--- config.mk ---
export PLATFORM = sky130hd
export DESIGN_NAME = rb2bin_conv
export DESIGN_NICKNAME = d
export VERILOG_FILES = /design/src/rtl/rb2bin_pkg.sv /design/src/rtl/rb_sel_cell.sv /design/src/rtl/rb_msb_cell.sv /design/src/rtl/rb_sel_chain.sv /design/src/rtl/rb2bin_conv.sv
export SDC_FILE = /design/constraint.sdc
export NUM_CORES = 1
export LEC_CHECK = 0
export ABC_CLOCK_PERIOD_IN_PS = 21100
export BUFFER_PORTS_ARGS = -buffer_cell sky130_fd_sc_hd__clkbuf_2
export CAP_MARGIN = 20
export CORE_UTILIZATION = 43
export DETAILED_ROUTE_END_ITERATION = 16
export PLACE_DENSITY = 0.8
export RECOVER_POWER = 100
export SYNTH_ARGS = -nofsm -noshare
export SYNTH_HDL_FRONTEND = slang
export SYNTH_SLANG_ARGS = --single-unit
export TNS_END_PERCENT = 1
--- constraint.sdc ---
create_clock -name clk -period 21.1 [get_ports clk]
set_clock_uncertainty 0.2 [all_clocks]
set_input_delay 6.33 -clock clk [delete_from_list [all_inputs] [get_ports clk]]
set_output_delay 6.33 -clock clk [all_outputs]
set_load 0.01 [all_outputs]
--- src/rtl/rb2bin_pkg.sv ---
package rb2bin_pkg;

    // Digit encoding as {positive bit, negative bit}
    typedef enum logic [1:0] {
        DIG_ZERO = 2'b00,
        DIG_NEG  = 2'b01,
        DIG_POS  = 2'b10,
        DIG_BAD  = 2'b11
    } rb_digit_e;

    // carry injected below digit 0 (the "+1" of the inverse-plus-one)
    localparam logic CARRY_SEED = 1'b1;

endpackage

--- src/rtl/rb_sel_cell.sv ---
module rb_sel_cell
    import rb2bin_pkg::*;
(
    input  logic pos_i,
    input  logic neg_i,
    input  logic cin_i,
    output logic sum_o,
    output logic cout_o
);
    rb_digit_e dig;

    always_comb begin
        dig = rb_digit_e'({pos_i, neg_i});
        unique case (dig)
            DIG_POS: begin
                cout_o = 1'b1;
                sum_o  = cin_i;
            end
            DIG_NEG: begin
                cout_o = 1'b0;
                sum_o  = cin_i;
            end
            default: begin
                cout_o = cin_i;
                sum_o  = ~cin_i;
            end
        endcase
    end
endmodule

--- src/rtl/rb_msb_cell.sv ---
module rb_msb_cell
    import rb2bin_pkg::*;
(
    input  logic pos_i,
    input  logic neg_i,
    input  logic cin_i,
    output logic sum_o
);
    rb_digit_e dig;

    always_comb begin
        dig = rb_digit_e'({pos_i, neg_i});
        unique case (dig)
            DIG_POS, DIG_NEG: sum_o = cin_i;
            default:          sum_o = ~cin_i;
        endcase
    end
endmodule

--- src/rtl/rb_sel_chain.sv ---
module rb_sel_chain
    import rb2bin_pkg::*;
#(
    parameter int W = 32
) (
    input  logic [W-1:0] pos_i,
    input  logic [W-1:0] neg_i,
    output logic [W-1:0] bin_o
);
    localparam int TOP = W - 1;

    logic [TOP:0] carry;

    assign carry[0] = CARRY_SEED;

    generate
        for (genvar g = 0; g < TOP; g++) begin : g_dig
            rb_sel_cell i_cell (
                .pos_i (pos_i[g]),
                .neg_i (neg_i[g]),
                .cin_i (carry[g]),
                .sum_o (bin_o[g]),
                .cout_o(carry[g+1])
            );
        end
    endgenerate

    rb_msb_cell i_msb (
        .pos_i(pos_i[TOP]),
        .neg_i(neg_i[TOP]),
        .cin_i(carry[TOP]),
        .sum_o(bin_o[TOP])
    );
endmodule

--- src/rtl/rb2bin_conv.sv ---
module rb2bin_conv #(
    parameter int W = 32
) (
    input  logic         clk,
    input  logic         rst_n,
    input  logic [W-1:0] pos_i,
    input  logic [W-1:0] neg_i,
    output logic [W-1:0] res_o
);
    typedef struct packed {
        logic [W-1:0] res;
    } state_t;

    state_t       st_d, st_q;
    logic [W-1:0] conv_w;

    rb_sel_chain #(.W(W)) i_chain (
        .pos_i(pos_i),
        .neg_i(neg_i),
        .bin_o(conv_w)
    );

    always_comb begin
        st_d     = st_q;
        st_d.res = conv_w;
    end

    always_ff @(posedge clk) begin
        if (!rst_n) st_q <= '0;
        else        st_q <= st_d;
    end

    assign res_o = st_q.res;


    legal_digit_chk: assert property (@(posedge clk) disable iff (!rst_n)
        (pos_i & neg_i) == '0);


    diff_match_chk: assert property (@(posedge clk) disable iff (!rst_n)
        (pos_i & neg_i) == '0 |=> res_o == $past(pos_i - neg_i));


    all_zero_chk: assert property (@(posedge clk) disable iff (!rst_n)
        (pos_i == '0 && neg_i == '0) |=> res_o == '0);


    all_neg_chk: assert property (@(posedge clk) disable iff (!rst_n)
        (pos_i == '0 && neg_i == '1) |=> res_o == W'(1));


    pos_only_chk: assert property (@(posedge clk) disable iff (!rst_n)
        (neg_i == '0) |=> res_o == $past(pos_i));


    reset_clear_chk: assert property (@(posedge clk)
        !rst_n |=> res_o == '0);
endmodule

; After elaboration in Yosys (flattened, before gate mapping)
; Index checks and enable logic that the tools add are counted.
[word_totals]
n_memories = 0
mem_bits_ro = 0
latch_bits = 0
word_cells = 190
out_inout_bits = 32
inputBits = 66
register_bits = 32
ramBits = 0
[op_classes]
div = 0
mul = 0
addsub = 0
n_eq_ne = 64
shift = 0
mux = 63
bitwise_logic = 30
n_lt_le_gt_ge = 0
n_reduce_logical = 32
[op_table]
columns = op, n
row1 = $eq A2 B1 Y1 const B, 32
row2 = $eq A2 B2 Y1 const B, 32
row3 = $reduce_or A2 Y1, 32
row4 = $pmux W1 S2, 30
row5 = $mux W1, 33
row6 = $not A1 Y1, 30

; Longest topological paths before layout
; Gate-level depths: netlist of the first run.
[logic_depth]
word_depth = 34
ltp_mapped = 34
ltp_nobuf = 34

; Cells and area by module
; From an unflattened synthesis of the first run, not the netlist that was laid out.
[hier_totals]
cells_unflattened = 224
hier_area_um2 = 2008.2
[by_module_without_submodules]
columns = module, n_inst, area_per_inst_um2, seq_area_each_um2, cells_each
row1 = rb_sel_cell, 31, 35.0, 0.0, 5
row2 = rb2bin_conv, 1, 895.9, 640.6, 67
row3 = rb_msb_cell, 1, 22.5, 0.0, 1
row4 = rb_sel_chain, 1, 3.8, 0.0, 1

; Least setup slack after synthesis of the first run
; No wires, ideal clock.
[synth_timing]
path_type = input -> register
start = in pos_i[0]
end = reg st_q (netlist bit res_o[31])
arrival_time_ps = 18164
cell_stages = 34
path_slack_ps = 2622
path_buffers = 0
setup_ps = 114
required_time_ps = 20786
cell_sequence = inv_1 ha_1 fa_1 fa_1 fa_1 fa_1 fa_1 fa_1 fa_1 fa_1 fa_1 fa_1 fa_1 fa_1 fa_1 fa_1 fa_1 fa_1 fa_1 fa_1 fa_1 fa_1 fa_1 fa_1 fa_1 fa_1 fa_1 fa_1 fa_1 fa_1 fa_1 fa_1 xnor3_1 nor2b_2
[synth_via]
elab_chain_cells = 34
[synth_rtl]
columns = item, line_no
row1 = start: declaration, rb2bin_conv.sv:6  ; input logic [W-1:0] pos_i,
row2 = $eq A2 B1 Y1 *, rb_sel_cell.sv:14  ; unique case (dig)
row3 = $mux W1 *, rb_sel_cell.sv:14
row4 = $pmux W1 S2 * (30 in series), rb_sel_cell.sv:14
row5 = $not A1 Y1, rb_msb_cell.sv:15  ; default: sum_o = ~cin_i;
row6 = $mux W1 *, rb_msb_cell.sv:13  ; unique case (dig)
row7 = end signal: assignment, rb2bin_conv.sv:30  ; else st_q <= st_d;
row8 = end: declaration, rb2bin_conv.sv:14  ; state_t st_d, st_q;
; Every way passes the cells marked *; elsewhere a longest branch is shown, timed or not.
; A chain may end at the register's enable or synchronous reset.

; Final worst setup path of the first run
; Same ends and word-level chain as after synthesis.

==> results.py, run 1 <==
metrics = {
    "synthesis": {
        "netlist.area_leader.share": 0.399,
        "synth_cells": 130,
        "netlist-cell-type-count": 8,
        "ys_seq_elements": 32,
        "ys_warn_count": 0,
        "synth_area_um2": 1610,
        "syn_nets": 227,
        "netlist_top_cells_area": "dfxtp_1 (40%), fa_1 (37%), nor2b_1 (12%)",
        "ys_seq_area_frac": 0.399,
        "syn_area_per_cell_um2": 12.4,
        "yosysTopAreaCell": "dfxtp_1",
    },
    "final_layout": {
        "diodes": 0,
        "largest_register_ffs": 32,
        "mostFrequentLayoutCells": "clkbuf_2 (64), clkbuf_1 (34), dfxtp_1 (32), inv_1 (31), nor2b_1 (31)",
        "fin_nets": 328,
        "final_common_cell": "clkbuf_2",
        "drive_above_1_share": 0.310,
        "fin_cells": 278,
        "syn2layout_area_growth_pct": 37.2,
    },
    "worst_setup_path": {
        "slowest_stage": "fa_1",
        "cp_common_cell": "fa_1",
        "startpoint": "pos_i[0]",
        "worstPathMaxFanout": 1,
        "startpoint_type": "input port",
        "arrival_ps": 18760,
        "cpPeakStageDelay_ps": 420,
        "crit_family": "adder cells",
        "cp_num_buf_inv": 2,
        "end_kind": "flop",
        "critPathKind": "input port to flop",
        "required_ps": 21060,
    },
    "global_routing": {
        "antenna_found_initial": 0,
        "grt_pass1_vias": 1209,
        "grt_pass1_wl_um": 4800,
        "grt-ovfl-total": 0,
        "grt_max_degree": 33,
        "grt_use_total": 0.159,
    },
    "timing": {
        "final-hold-violation-count": 0,
        "finalSetupViolations": 0,
        "min_period_ps": 18800,
        "slew_violations": 0,
        "final.period_utilization": 0.891,
        "rsz0062_at_grt": "false",
        "worst_pin_slew_ps": 1010,
        "clock.fmax_mhz": 53.2,
        "setup_tns_ps": 0,
        "max-slew-margin-rel": 0.330,
    },
    "clock_tree": {
        "clock_path_buffers": 2,
        "cts_tree": "done",
        "hold_buffers": 0,
        "cts_root_buf": "clkbuf_8",
        "cts_setup_buffers": 0,
        "clock-sinks": 32,
        "cts_buffers": 5,
        "path_clk_slew_ps": 60,
        "cts_resized": 0,
        "h-tree-depth": 2,
    },
    "floorplan": {
        "die_h_um": 63.1,
        "start_util": 0.463,
        "die_w_um": 63.1,
        "fp.coreArea_um2": 3470,
        "fp-row-count": 21,
        "io_pins": 98,
        "die-area_um2": 3980,
    },
    "detailed_routing": {
        "drt_iter0_drc": 52,
        "drt_drc_violations_left": 0,
        "firstDrtPassIters": 4,
        "ant_nets": 0,
        "route.vias.total": 1132,
        "vias_per_cell": 4.07,
        "wl_per_cell_um": 10.6,
        "finalWirelength_um": 2940,
    },
    "min_path": {
        "hold_start": "neg_i[0]",
        "hp-class": "input port to flop",
    },
    "placement": {
        "port_buffers": 97,
        "gp_congestion": 0.749,
        "hpwl_um": 2540,
        "dpl.cell_count": 270,
    },
    "job": {
        "maxCapViolations": 0,
    },
    "power": {
        "power.density_nw_per_um2": 73.8,
        "ir_drop_mv": 0.0399,
        "p_leak_nw": 1.11,
    },
    "outcome": {
        "run_status": "finished, final reports clean",
    },
}
==> layout make-up <==
cell class / instances / area [um2]
clock inverters: 2 / 35.0
repair buffers: 97 / 444
flip-flops and latches: 32 / 641
multi-input cells: 64 / 838
clock buffers: 6 / 72.6
well taps: 46 / 57.6
fillers: 309 / 1260
inverters: 31 / 116
==> logic make-up after synthesis <==
family | count (synthesis) | synth area share
DFF | 32 | 0.399
buffers and inverters | 34 | 0.0794
xor gates and xnor gates | 1 | 0.0140
and+or+nand+nor | 32 | 0.126
adders and majority gates | 31 | 0.382
==> worst min-delay path: stages <==
cell      delay, ps
clkbuf_2         80
ha_1            110
nor2b_1          30
==> Yosys cell counts (all sizes together) <==
master  number
dfxtp       32
nor2b       32
inv         31
fa          30
clkbuf       3
ha           1
xnor3        1
==> per-stage QoR <==
stage	power (mW)	util	area (um2)	hold slack (ps)	worst slack [ps]
floorplan	0.0926	-	1610	6260	2620
global placement	0.110	0.617	2140	6400	2250
detailed placement	0.111	0.617	2140	6410	2000
CTS	0.167	0.648	2250	6120	2280
global route	0.174	0.636	2200	6140	1870
finish	0.163	0.636	2200	6130	2300
==> where the power goes <==
| part | switching (mW) | internal, mW |
|---|---|---|
| Clock | 0.0202 | 0.0350 |
| Combinational | 0.0196 | 0.0176 |
| Sequential | 0.00189 | 0.0684 |
| Total | 0.0417 | 0.121 |
==> routing by layer <==
metal	wire length [um]	vias to the layer above	part of all wire	global-route usage
met5	0	-	0	0
met4	16	0	0.0054	0.0436
met3	306	2	0.10	0.0616
met2	1530	63	0.52	0.296
met1	1080	507	0.37	0.164
li1	-	560	-	-
==> worst paths after layout <==
path	slack, ps	cells past startpoint	endpoint
worst max-delay path	2300	35	res_o[31]$_SDFF_PN0_
worst min-delay path	6130	3	res_o[0]$_SDFF_PN0_
No activity file was read; power rests on OpenSTA's default activity.
==> run 2: changes to the inputs <==
--- a/config.mk
+++ b/config.mk
@@ -8,11 +8,14 @@
 export ABC_CLOCK_PERIOD_IN_PS = 21100
 export BUFFER_PORTS_ARGS = -buffer_cell sky130_fd_sc_hd__clkbuf_2
 export CAP_MARGIN = 20
-export CORE_UTILIZATION = 43
+export CORE_UTILIZATION = 46
+export CTS_CLUSTER_DIAMETER = 100
+export CTS_CLUSTER_SIZE = 14
 export DETAILED_ROUTE_END_ITERATION = 16
 export PLACE_DENSITY = 0.8
 export RECOVER_POWER = 100
 export SYNTH_ARGS = -nofsm -noshare
 export SYNTH_HDL_FRONTEND = slang
+export SYNTH_HIERARCHICAL = 1
 export SYNTH_SLANG_ARGS = --single-unit
 export TNS_END_PERCENT = 1
==> results.py, run 2 <==
metrics = {
    "final_layout": {
        "diodes": 0,
        "design_area_um2": 2640,
        "mostFrequentLayoutCells": "inv_1 (121), clkbuf_2 (65), clkbuf_1 (34), and2_2 (32), dfxtp_1 (32)",
        "syn2layout_area_growth_pct": 31.4,
        "final_util": 0.646,
        "final_common_cell": "inv_1",
        "largest_register_ffs": 32,
        "fin_nets": 422,
        "drive_above_1_share": 0.383,
    },
    "worst_setup_path": {
        "required_ps": 21070,
        "cpPeakStageDelay_ps": 360,
        "critPathKind": "input port to flop",
        "end_kind": "flop",
        "cp_num_buf_inv": 62,
        "crit_end": "res_o[31]$_SDFF_PN0_",
        "worstPathMaxFanout": 1,
        "startpoint_type": "input port",
        "path_depth": 95,
        "crit_family": "adder cells",
        "arrival_ps": 20130,
        "cp_common_cell": "inv_1",
        "startpoint": "neg_i[0]",
        "slowest_stage": "fa_2",
    },
    "floorplan": {
        "fp-row-count": 23,
        "die_h_um": 68.1,
        "start_util": 0.491,
        "fp.coreArea_um2": 4090,
        "die-area_um2": 4630,
        "die_w_um": 68.1,
        "io_pins": 98,
    },
    "placement": {
        "gp_congestion": 0.678,
        "port_buffers": 97,
        "hpwl_um": 2630,
        "dpl_cell_area_um2": 2540,
        "pre_cts_ws_ps": -143,
    },
    "clock_tree": {
        "clock_path_buffers": 2,
        "cts_root_buf": "clkbuf_8",
        "h-tree-depth": 2,
        "cts_setup_buffers": 0,
        "path_clk_slew_ps": 60,
        "hold_buffers": 0,
        "cts_tree": "done",
        "cts_resized": 0,
        "cts_buffers": 5,
        "clock-sinks": 32,
    },
    "detailed_routing": {
        "drt_drc_violations_left": 0,
        "finalWirelength_um": 3150,
        "drt_iter0_drc": 23,
        "wl_per_cell_um": 8.37,
        "vias_per_cell": 3.83,
        "firstDrtPassIters": 2,
        "ant_nets": 0,
        "route.vias.total": 1439,
    },
    "min_path": {
        "hp-class": "input port to flop",
    },
    "power": {
        "seqPwrFrac": 0.429,
        "power.switching_mw": 0.0461,
        "p_int_mw": 0.118,
        "power.density_nw_per_um2": 62.1,
        "p_leak_nw": 1.62,
        "ir_drop_mv": 0.0259,
        "p_clk_frac": 0.284,
        "swShare": 0.282,
        "combinationalPowerShare": 0.287,
        "power_mw": 0.164,
    },
    "synthesis": {
        "syn_nets": 321,
        "ys_warn_count": 6,
        "synth_cells": 224,
        "ys_seq_area_frac": 0.319,
        "yosys-top-cells-count": "inv_1 (124), and2_2 (32), dfxtp_1 (32)",
        "ys_seq_elements": 32,
        "synth_edf_count": 0,
        "synth_area_um2": 2010,
        "synth.most_common_cell": "inv_1",
        "synth_async_sr_flop_share": 0,
        "yosysTopAreaCell": "dfxtp_1",
        "netlist_top_cells_area": "dfxtp_1 (32%), fa_1 (31%), inv_1 (23%)",
        "syn_area_per_cell_um2": 8.97,
        "netlist-cell-type-count": 7,
        "synth_ff_type": "dfxtp_1",
        "netlist.area_leader.share": 0.319,
    },
    "timing": {
        "final.period_utilization": 0.955,
        "clock.fmax_mhz": 49.6,
        "slew_violations": 0,
        "min_period_ps": 20160,
        "final-hold-violation-count": 0,
        "finalSetupViolations": 0,
        "finalWorstSetupSlack_ps": 943,
    },
    "global_routing": {
        "grt_pass1_wl_um": 4950,
        "grt_pass1_vias": 1283,
        "antenna_found_initial": 0,
        "grt_use_total": 0.146,
        "grt_max_degree": 33,
        "grt-ovfl-total": 0,
    },
    "job": {
        "maxCapViolations": 0,
    },
    "outcome": {
        "run_status": "finished, final reports clean",
    },
}
==> run 2: power groups by stage <==
| stage | clock, mW | combinational (mW) | sequential (mW) |
|---|---|---|---|
| after floorplan | 0 | 0.0252 | 0.0761 |
| after global placement | 0 | 0.0468 | 0.0716 |
| after CTS | 0.0489 | 0.0487 | 0.0704 |
| after detailed placement | 0 | 0.0486 | 0.0717 |
| after global routing | 0.0512 | 0.0563 | 0.0713 |
| final | 0.0466 | 0.0470 | 0.0703 |
==> run 2: kinds of logic (layout without fill, tap and decap cells) <==
family / after synthesis / in the layout / synth area share
buffers and inverters: 127 / 229 / 0.239
adders and majority gates: 31 / 31 / 0.309
DFF: 32 / 32 / 0.319
xor gates and xnor gates: 1 / 1 / 0.0112
other: 1 / 1 / 0.00187
and+or+nand+nor: 32 / 32 / 0.120
==> run 2: layer usage <==
metal | GRT usage | vias up | routed length [um]
met2 | 0.268 | 59 | 1690
li1 | - | 745 | -
met1 | 0.145 | 631 | 1130
met3 | 0.0417 | 4 | 286
met5 | 0 | - | 0
met4 | 0.0781 | 0 | 40
==> run 2: worst min path at each step <==
| stage | start | to | slack, ps | depth (start not counted) |
|---|---|---|---|---|
| finish | pos_i[31] | res_o[31]$_SDFF_PN0_ | 6280 | 3 |
| global route | pos_i[31] | res_o[31]$_SDFF_PN0_ | 6270 | 3 |
| CTS | pos_i[31] | res_o[31]$_SDFF_PN0_ | 6270 | 3 |
| detailed placement | res_o[23]$_SDFF_PN0_ | res_o[23] | 6520 | 1 |
| global placement | res_o[23]$_SDFF_PN0_ | res_o[23] | 6520 | 1 |
| floorplan | rst_n | res_o[29]$_SDFF_PN0_ | 6270 | 1 |
==> run 2: per-stage QoR <==
stage	hold slack, ps	std cells	TNS [ps]
floorplan	6270	224	0
global placement	6520	368	0
detailed placement	6520	368	-143
CTS	6270	376	0
global route	6270	376	-11.4
finish	6280	376	0
==> run 2: layout make-up <==
type | count | area (um2)
Multi-Input combinational cell | 65 | 935
Tap cell | 50 | 62.6
Inverter | 124 | 465
Clock buffer | 8 | 90.1
Fill cell | 370 | 1450
Timing Repair Buffer | 97 | 445
Sequential cell | 32 | 641
